### config.mk
export PLATFORM = sky130hd
export DESIGN_NAME = ddc_perm_check
export DESIGN_NICKNAME = d
export VERILOG_FILES = /design/src/rtl/ddc_chk_pkg.sv /design/src/rtl/ddc_perm_check.sv
export SDC_FILE = /design/constraint.sdc
export NUM_CORES = 1
export LEC_CHECK = 0
export BUFFER_PORTS_ARGS = -buffer_cell sky130_fd_sc_hd__buf_4
export CAP_MARGIN = 20
export CORE_AREA = 2 2 39 41
export DETAILED_ROUTE_END_ITERATION = 12
export DIE_AREA = 0 0 41 43
export PLACE_DENSITY = 0.38
export REMOVE_ABC_BUFFERS = 1
export SYNTH_ARGS = -nofsm -noshare
export SYNTH_HDL_FRONTEND = slang
export SYNTH_SLANG_ARGS = --single-unit
### constraint.sdc
create_clock -name vclk -period 1.29
set_clock_uncertainty 0.05 [all_clocks]
set_input_delay 0.387 -clock vclk [all_inputs]
set_output_delay 0.387 -clock vclk [all_outputs]
set_load 0.005 [all_outputs]
### src/rtl/ddc_chk_pkg.sv
package ddc_chk_pkg;
  localparam int unsigned ADDR_W  = 64;
  localparam int unsigned CAUSE_W = 8;

  typedef enum logic [1:0] {
    ACC_FETCH     = 2'd0,
    ACC_LOAD      = 2'd1,
    ACC_STORE     = 2'd2,
    ACC_STORE_ALT = 2'd3
  } acc_kind_e;

  typedef enum logic [CAUSE_W-1:0] {
    FLT_NONE   = 8'h00,
    FLT_LENGTH = 8'h01,
    FLT_TAG    = 8'h02,
    FLT_SEAL   = 8'h03,
    FLT_EXEC   = 8'h11,
    FLT_LOAD   = 8'h12,
    FLT_STORE  = 8'h13
  } flt_cause_e;

  typedef struct packed {
    logic              fault;
    flt_cause_e        cause;
    logic [ADDR_W-1:0] vaddr;
  } chk_rsp_t;
endpackage

### src/rtl/ddc_perm_check.sv
module ddc_perm_check
  import ddc_chk_pkg::*;
(
  input  logic       tag_i,
  input  logic       sealed_i,
  input  logic       perm_exec_i,
  input  logic       perm_load_i,
  input  logic       perm_store_i,
  input  acc_kind_e  kind_i,
  input  logic       oob_i,
  output logic       fault_o,
  output flt_cause_e cause_o
);
  logic perm_ok;
  flt_cause_e perm_cause;

  always_comb begin
    unique case (kind_i)
      ACC_FETCH: begin perm_ok = perm_exec_i; perm_cause = FLT_EXEC; end
      ACC_LOAD:  begin perm_ok = perm_load_i; perm_cause = FLT_LOAD; end
      default:   begin perm_ok = perm_store_i; perm_cause = FLT_STORE; end
    endcase
  end

  // fixed priority: tag, seal, permission, bounds
  always_comb begin
    if (!tag_i)        cause_o = FLT_TAG;
    else if (sealed_i) cause_o = FLT_SEAL;
    else if (!perm_ok) cause_o = perm_cause;
    else if (oob_i)    cause_o = FLT_LENGTH;
    else               cause_o = FLT_NONE;
  end

  assign fault_o = (cause_o != FLT_NONE);


  always_comb begin
    untagged_cause_chk: assert (tag_i || cause_o == FLT_TAG);
  end
endmodule

==> summary.md, run 1 <==
| Metric | Value |
|---|---|
| Status | complete, but fails checks |
| Failing checks | negative setup slack |
| Die Span Y | 43 µm |
| Reg area | 0 µm² |
| Most frequent cells after synthesis | 5 x buf_4, 4 x nand2b_1, 2 x inv_1 |
| Crit path time final | 1.54 ns |
| RSZ-0062 raised after global routing | true |
| Largest net degree at the start of global routing | 6 |
| Final setup vio count | 4 |
| Post-synth cell types | 13 |
| Setup CP Type | primary input to output pin |
| DRC | 0 |
| Worst EP required | 0.85 ns |
| Setup ws final | -0.252 ns |
| Mapped cell area | ~140 µm² |
| DRT Pass-1 Iters | 2 |
| Initial antenna violation count | 0 |
| Synth warn | 0 |
| Post-Syn Instances | 21 |
| N_diodes | 0 |
| Register area share after synthesis | 0% |
| Nets@finish | 42 |
| Fin. max-slew vios | 0 |
| Hold-fix buffers, CTS | 0 |
| Arrival @ worst endpoint | 1.11 ns |
| Fmax | 648 MHz |
| Switch Pwr | 27.8 µW |
| FFs & Latches | 0 |
| I/O Buffers | 12 |
| Rows | 14 |
| Cell Chain, Critical Path | buf_6, or2_1, a21o_1, a21oi_2, buf_4 |
| DR WL met3 | 53 µm |
| Met2 wire length | just under 200 µm |
| Synth-to-layout area growth | 86.5% |
| Via count | 165 |
| Share of cells above drive strength 1 | about half |
| Share of power burned in registers | 0% |
| Worst setup endpoint | cause_o[4] |
| Post-Route WL | between 300 and 400 µm |
| Largest cells by area after synthesis | buf_4 27%, nand2b_1 18%, nand4bb_1 8.1%, a21oi_2 6.3%, o2111ai_1 6.3% |
| Die X | 41 µm |
| Post-Syn Area per Cell | between 6 and 7 µm² |
| # Max-Cap Violations | 0 |
| GRT overflow | 0 |
| GRT Total Usage | about 3.5% |
| Switching Share | 39.7% |
| CP max-delay cell | or2_1 |
| Pwr Total | roughly 70 µW |
| Power Density | approximately 270 nW/µm² |
| Static leakage | 0.128 nW |
| Post-synth top area share | 27.0% |
| Initial core utilization | approximately a tenth |
| Logic pwr share | 100.0% |
| Peak VDD IR | 0.0000315 V |
| Clk pwr share | 0% |
| CP Launch Type | primary input |
| CLK BUF | 0 |
| Pre-CTS WS | -0.331 ns |
| CP max FO | 2 |
| Post-DRT Antenna Nets | 0 |
| Final hold slack | between 1 and 1.5 ns |
| Post-route insts no fill | 48 |
| Gpl congestion | 0.589 |
| Slowest Stage Delay on Critical Path | 0.23 ns |
| Hold WC Path Type | primary input to output pin |
| Most frequent cell after synthesis | buf_4 |
| Core Area | 1380 µm² |
| Iter 0 DRT Violations | 1 |
| CP Capture Type | output pin |
| Vias in the first global route | 135 |
| Highest routing layer actually used | met3 |
| Die area | 1760 µm² |
| Crit path from | perm_exec_i |
| Global-route wire length before repair | 462 µm |
| WL/cell | 7.40 µm |
| Cell total after placement | 48 |
| Ports | 17 |
| Int Pwr | 42.3 µW |
| Metal1 wirelength | 102 µm |
| Synth area leader | buf_4 |
| Period Utilization, post-route | 120% |
| Hold Fails Final Rpt | 0 |
| Via density | 3.44 |
## layout by cell type, fill, tap and decap left out, types with 2 or more instances in the layout
cell / count
conb_1: 5
nand2b_1: 2
buf_6: 3
inv_1: 2
nand2b_4: 2
buf_4: 9
## worst min path at each step
stage	cells past startpoint	slack, ns	from	to
after floorplan	1	0.79	tag_i	cause_o[1]
after global placement	3	1.03	oob_i	fault_o
after detailed placement	3	1.03	oob_i	fault_o
after CTS	3	1.01	tag_i	cause_o[1]
after global routing	3	1.02	tag_i	cause_o[1]
final	3	1.01	tag_i	cause_o[1]
## per-stage QoR
stage | setup TNS [ns] | instance area, µm² | utilization, %
2_1_floorplan | -0.172 | 116 | -
3_3_place_gp | -1.09 | 226 | 16.4
3_5_place_dp | -1.07 | 226 | 16.4
4_1_cts | -0.853 | 259 | 18.7
5_1_grt | -0.951 | 259 | 18.7
6_report | -0.792 | 259 | 18.7
## power groups by stage
stage	Sequential, mW	Clock (mW)	Combinational [mW]
3_3_place_gp	0	0	0.0602
2_1_floorplan	0	0	0.0248
6_report	0	0	0.0701
5_1_grt	0	0	0.0766
3_5_place_dp	0	0	0.0601
4_1_cts	0	0	0.0711
## kinds of logic after synthesis
logic type | share of synthesized area [%]
buf+inv | 32.4
simple gates | 33.3
compound gates | 31.5
other cells | 2.70
## cell type report
class                           count  area, µm²
Fill cell                         160       1120
Inverter                            2       7.51
Multi-Input combinational cell     18        130
Tap cell                           16       20.0
Timing Repair Buffer               12        101
## routing by layer
layer / GRT usage [%] / up-vias
li1: - / 83
met3: 0 / 0
met1: 3.48 / 73
met5: 0 / -
met2: 7.50 / 9
met4: 0 / 0
## repair_timing
action	4_1_cts	5_1_grt
endpoints found under the setup margin	4	4
resized for setup	6	0
setup buffers	0	0
pin swaps	5	1
## worst max-delay path, delay by kind of cell
| family | cells | cell delay, ns |
|---|---|---|
| AOI/OAI and AO/OA | 2 | 0.29 |
| buffers and inverters | 2 | 0.20 |
| and+or+nand+nor | 1 | 0.23 |
(Power assumes the default switching activity.)
==> run 2: changes to the inputs <==
Settings changed: SETUP_SLACK_MARGIN from default to 0.5.
Clock period 1.29 ns to 1.3 ns, I/O delays scaled along.
==> run 2 against run 1 <==
Effect of this change: the flow still finishes with violations (negative setup slack); final area stayed put; global-route usage increased by 0.10 points; total power down 0.34%; first-iteration DRC count did not move; routed wire length rose by 5.4%; clock-buffer cell count is the same; critical endpoint unchanged.
==> summary.md, run 2 (same netlist as run 1, synthesis figures left out) <==
| Metric | Value |
|---|---|
| Status | complete, but fails checks |
| Failing checks | negative setup slack |
| GRT Total Usage | 3.60% (+0.10 points) |
| Pwr Total | 69.8 µW (-0.34%) |
| GR Layer Usage met3 | 0% (unchanged) |
| Fmax | 643 MHz |
| GRT overflow | 0 (unchanged) |
| Setup CP Type | primary input to output pin |
| Core Area | 1380 µm² (unchanged) |
| Period Utilization, post-route | 120% |
| RSZ-0062 raised after global routing | true |
| Post-DRT Antenna Nets | 0 (unchanged) |
| Vias in the first global route | 141 (+4.4%) |
| Share of cells above drive strength 1 | 50.0% (unchanged) |
| Arrival @ worst endpoint | 1.12 ns (about the same) |
| Setup ws final | -0.255 ns (-0.00315 ns) |
| Synth-to-layout area growth | 86.5% (unchanged) |
| Fin util | 18.7% (unchanged) |
| WL/cell | 7.79 µm (+5.4%) |
| Met2 Use GR | 7.50% (unchanged) |
| Most common cell after layout, fill and taps aside | buf_4 |
| Post-route cell area | 259 µm² (unchanged) |
| Ports | 17 (unchanged) |
| Via density | 3.50 (+1.8%) |
| Pre-CTS WS | -0.325 ns (+0.00513 ns) |
| N_diodes | 0 (unchanged) |
| FFs & Latches | 0 (unchanged) |
| CLK BUF | 0 (unchanged) |
| Gpl congestion | 0.532 (-9.7%) |
| Commonest non-fill, non-tap cells in the layout | 9 x buf_4, 5 x conb_1, 3 x buf_6 |
| Routing usage on met1 | 3.80% (+0.32 points) |
| Static leakage | 0.128 nW (unchanged) |
| CP Launch Type | primary input |
| Power Density | 270 nW/µm² (-0.34%) |
| DP Area | 226 µm² (unchanged) |
| Iter 0 DRT Violations | 1 (unchanged) |
| DRC | 0 (unchanged) |
| Nets@finish | 42 (unchanged) |
| Worst EP required | 0.86 ns (about the same) |
| Hold WC Path Type | primary input to output pin |
| Via count | 168 (+1.8%) |
| # Max-Cap Violations | 0 (unchanged) |
| CP max FO | 2 (unchanged) |
| Post-Route WL | 374 µm (+5.4%) |
| Final setup vio count | 4 (unchanged) |
| Rows | 14 (unchanged) |
| Reg area | 0 µm² (unchanged) |
| Top Usage Layer GRT | met2 |
| Peak VDD IR | 0.0000284 V (-9.9%) |
| Largest net degree at the start of global routing | 6 (unchanged) |
| DRT Pass-1 Iters | 2 (unchanged) |
| Initial core utilization | 10.0% (unchanged) |
| Fin. max-slew vios | 0 (unchanged) |
| Die X | 41 µm (unchanged) |
| CP Capture Type | output pin |
| Hold Fails Final Rpt | 0 (unchanged) |
| I/O Buffers | 12 (unchanged) |
| Die Span Y | 43 µm (unchanged) |
| Global-route wire length before repair | 483 µm (+4.5%) |
| Crit path time final | 1.56 ns |
| DP HPWL | around 330 µm |
| Initial antenna violation count | 0 (unchanged) |
| Die area | 1760 µm² (unchanged) |
| Post-CTS Setup Bufs | 0 (unchanged) |
==> run 2: power by group <==
group          switching (mW)  internal, mW  total [mW]
registers                   0             0           0
clock network               0             0           0
logic                  0.0279        0.0419      0.0698
==> run 2: final timing paths <==
kind,startpoint,depth (start not counted),endpoint,slack (ns)
max,perm_exec_i,5,cause_o[4],-0.26
min,tag_i,3,cause_o[1],1.01
==> run 2: critical path, stage by stage <==
cell and delay, ns:
buf_6 0.09, or2_1 0.23, a21o_1 0.18, a21oi_2 0.11, buf_4 0.11
==> run 2: repair_timing <==
| action | CTS | global route |
|---|---|---|
| hold buffers | 0 | 0 |
| resized for setup | 6 | 0 |
| pin swaps | 4 | 2 |
| setup endpoints to repair | 4 | 4 |
==> run 2: final cells by class <==
cell class / instances / area (µm²)
Fill cell: 167 / 1120
Multi-Input combinational cell: 18 / 130
Timing Repair Buffer: 12 / 101
Tap cell: 16 / 20.0
Inverter: 2 / 7.51
==> run 2: routing by layer <==
layer  share of wire [%]  routed length [µm]
met5                   0                   0
met2                  56                 209
met3                  15                  55
met4                   0                   0
met1                  29                 108
==> run 2: metrics by stage <==
step / hold slack (ns) / TNS (ns) / std cells
global route: 1.03 / -0.939 / 48
floorplan: 0.796 / -0.160 / 20
detailed placement: 1.03 / -1.07 / 48
global placement: 1.03 / -1.08 / 48
CTS: 1.02 / -0.861 / 48
finish: 1.01 / -0.806 / 48
==> run 3: changes to the inputs <==
Settings changed: PLACE_DENSITY 0.38 to default.
==> run 3 against run 2 <==
Effect of this change: the run still ends with negative setup slack left; final area is 11% lower; total power is 14% lower; non-clock buffer count stayed put; cell count stayed put; routed wire length is 10% lower; combinational power is 14% lower; fmax is 0.36% higher; global-route usage is 0.60 points lower; sequential cell count stayed put; clock-buffer cell count stayed put; largest cell class unchanged.
==> summary.md, run 3 (same netlist as run 1, synthesis figures left out) <==
| Metric | Value |
|---|---|
| RSZ-0062 raised after global routing | true |
| Final setup vio count | 4 (unchanged) |
| Fin util | 16.6% (-2.1 points) |
| DRC | 0 (unchanged) |
| Post-route cell area | 230 µm² (-11%) |
| # Max-Cap Violations | 0 (unchanged) |
| Cell Chain, Critical Path | buf_6, or2_1, a21boi_1, o22ai_1, buf_4 |
| Share of power burned in registers | 0% (unchanged) |
| Initial antenna violation count | 0 (unchanged) |
| Gpl congestion | 0.606 (+14%) |
| Power Density | 261 nW/µm² (-3.3%) |
| Fmax | 645 MHz (+0.36%) |
| Clk pwr share | 0% (unchanged) |
| DP HPWL | 288 µm (-12%) |
| Fin Setup TNS | -0.877 ns (-0.0713 ns) |
| Post-DRT Antenna Nets | 0 (unchanged) |
| Via density | 3.25 (-7.1%) |
| CP max-delay cell | or2_1 |
| DRT Pass-1 Iters | 4 (+2) |
| Hold-fix buffers, CTS | 0 (unchanged) |
| Setup ws final | -0.250 ns (+0.00554 ns) |
| GRT Total Usage | 3.00% (-0.60 points) |
| Crit path time final | 1.55 ns (-0.00554 ns) |
| WL/cell | 7.00 µm (-10%) |
| FFs & Latches | 0 (unchanged) |
| DP Area | 226 µm² (unchanged) |
| Share of cells above drive strength 1 | 40.6% (-9.4 points) |
| Period Utilization, post-route | 119% (-0.43 points) |
| Ports | 17 (unchanged) |
| Core Area | 1380 µm² (unchanged) |
| Reg area | 0 µm² (unchanged) |
| Slowest Stage Delay on Critical Path | 0.22 ns (about the same) |
| Status | complete, but fails checks |
| Fillers | 156 (-6.6%) |
| Die X | 41 µm (unchanged) |
| Hold path cells | 3 (unchanged) |
| Hold Path End | cause_o[1] |
| CLK BUF | 0 (unchanged) |
| Int Pwr | 35.6 µW (-15%) |
| Arrival @ worst endpoint | 1.11 ns (about the same) |
| Static leakage | 0.113 nW (-12%) |
| Final hold slack | 1.03 ns (+0.0169 ns) |
| Setup CP Type | primary input to output pin |
| Vias in the first global route | 94 (-33%) |
| Commonest non-fill, non-tap cells in the layout | 11 x buf_4, 5 x conb_1, 4 x nand2b_1 |
| N_diodes | 0 (unchanged) |
| Hold WC Path Type | primary input to output pin |
| Nets@finish | 42 (unchanged) |
| Iter 0 DRT Violations | 5 (+4) |
| Post-Route WL | 336 µm (-10%) |
| Peak VDD IR | 0.0000412 V (+45%) |
| Via count | 156 (-7.1%) |
| CP Capture Type | output pin |
| Hold_sp | tag_i |
| Failing checks | negative setup slack |
| CP max FO | 2 (unchanged) |
| Most common cell after layout, fill and taps aside | buf_4 |
| Logic pwr share | 100.0% (about the same) |
| Die Span Y | 43 µm (unchanged) |
| Initial core utilization | 10.0% (unchanged) |
| Switching Share | 40.7% (+0.78 points) |
| Die area | 1760 µm² (unchanged) |
| Multi-input combinational cell area | 109 µm² (-16%) |
| Pwr Total | 60.0 µW (-14%) |
| Fin. max-slew vios | 0 (unchanged) |
| Rows | 14 (unchanged) |
| Worst EP required | 0.86 ns (about the same) |
| Synth-to-layout area growth | 65.8% |
| Global-route wire length before repair | 400 µm (-17%) |
| Post-CTS Setup Bufs | 0 (unchanged) |
| I/O Buffers | 12 (unchanged) |
| Switch Pwr | 24.4 µW (-12%) |
| Largest net degree at the start of global routing | 6 (unchanged) |
| CP Launch Type | primary input |
| Hold Fails Final Rpt | 0 (unchanged) |
| GRT overflow | 0 (unchanged) |
==> run 3: per-stage QoR <==
step / worst slack [ns] / cells
detailed placement: -0.312 / 48
global placement: -0.308 / 48
global route: -0.312 / 48
floorplan: -0.0784 / 20
CTS: -0.252 / 48
finish: -0.250 / 48
==> run 3: power groups by stage <==
| stage | clock, mW | combinational (mW) | sequential (mW) |
|---|---|---|---|
| floorplan | 0 | 0.0246 | 0 |
| global placement | 0 | 0.0592 | 0 |
| detailed placement | 0 | 0.0588 | 0 |
| CTS | 0 | 0.0600 | 0 |
| global route | 0 | 0.0661 | 0 |
| finish | 0 | 0.0600 | 0 |
==> run 3: worst max-delay path by stage <==
stage / cells past startpoint / slack, ns / to / start
floorplan: 3 / -0.08 / cause_o[4] / kind_i[0]
global placement: 5 / -0.31 / cause_o[4] / kind_i[0]
detailed placement: 5 / -0.31 / cause_o[4] / kind_i[0]
CTS: 5 / -0.25 / cause_o[0] / kind_i[0]
global route: 5 / -0.31 / cause_o[0] / kind_i[0]
finish: 5 / -0.25 / cause_o[0] / kind_i[0]
==> run 3: final cells by class <==
class	instances	share of cell area (%)
repair buffers	12	40.8
inverters	2	3.26
multi-input cells	18	47.3
well taps	16	8.70
==> run 3: routing by layer <==
metal / wire [µm] / GRT usage (%) / up-vias
li1: - / - / 83
met1: 134 / 4.43 / 70
met2: 183 / 5.00 / 3
met3: 18 / 0 / 0
met4: 0 / 0 / 0
met5: 0 / 0 / -
==> run 3: what timing repair did <==
item / CTS / global route
setup endpoints to repair: 4 / 4
pin swaps: 3 / 0
resized for setup: 1 / 0
==> run 3: critical path, delay by kind of cell <==
family | cells | cell delay [ns]
buf+inv | 2 | 0.22
simple gates | 1 | 0.22
compound gates | 2 | 0.27
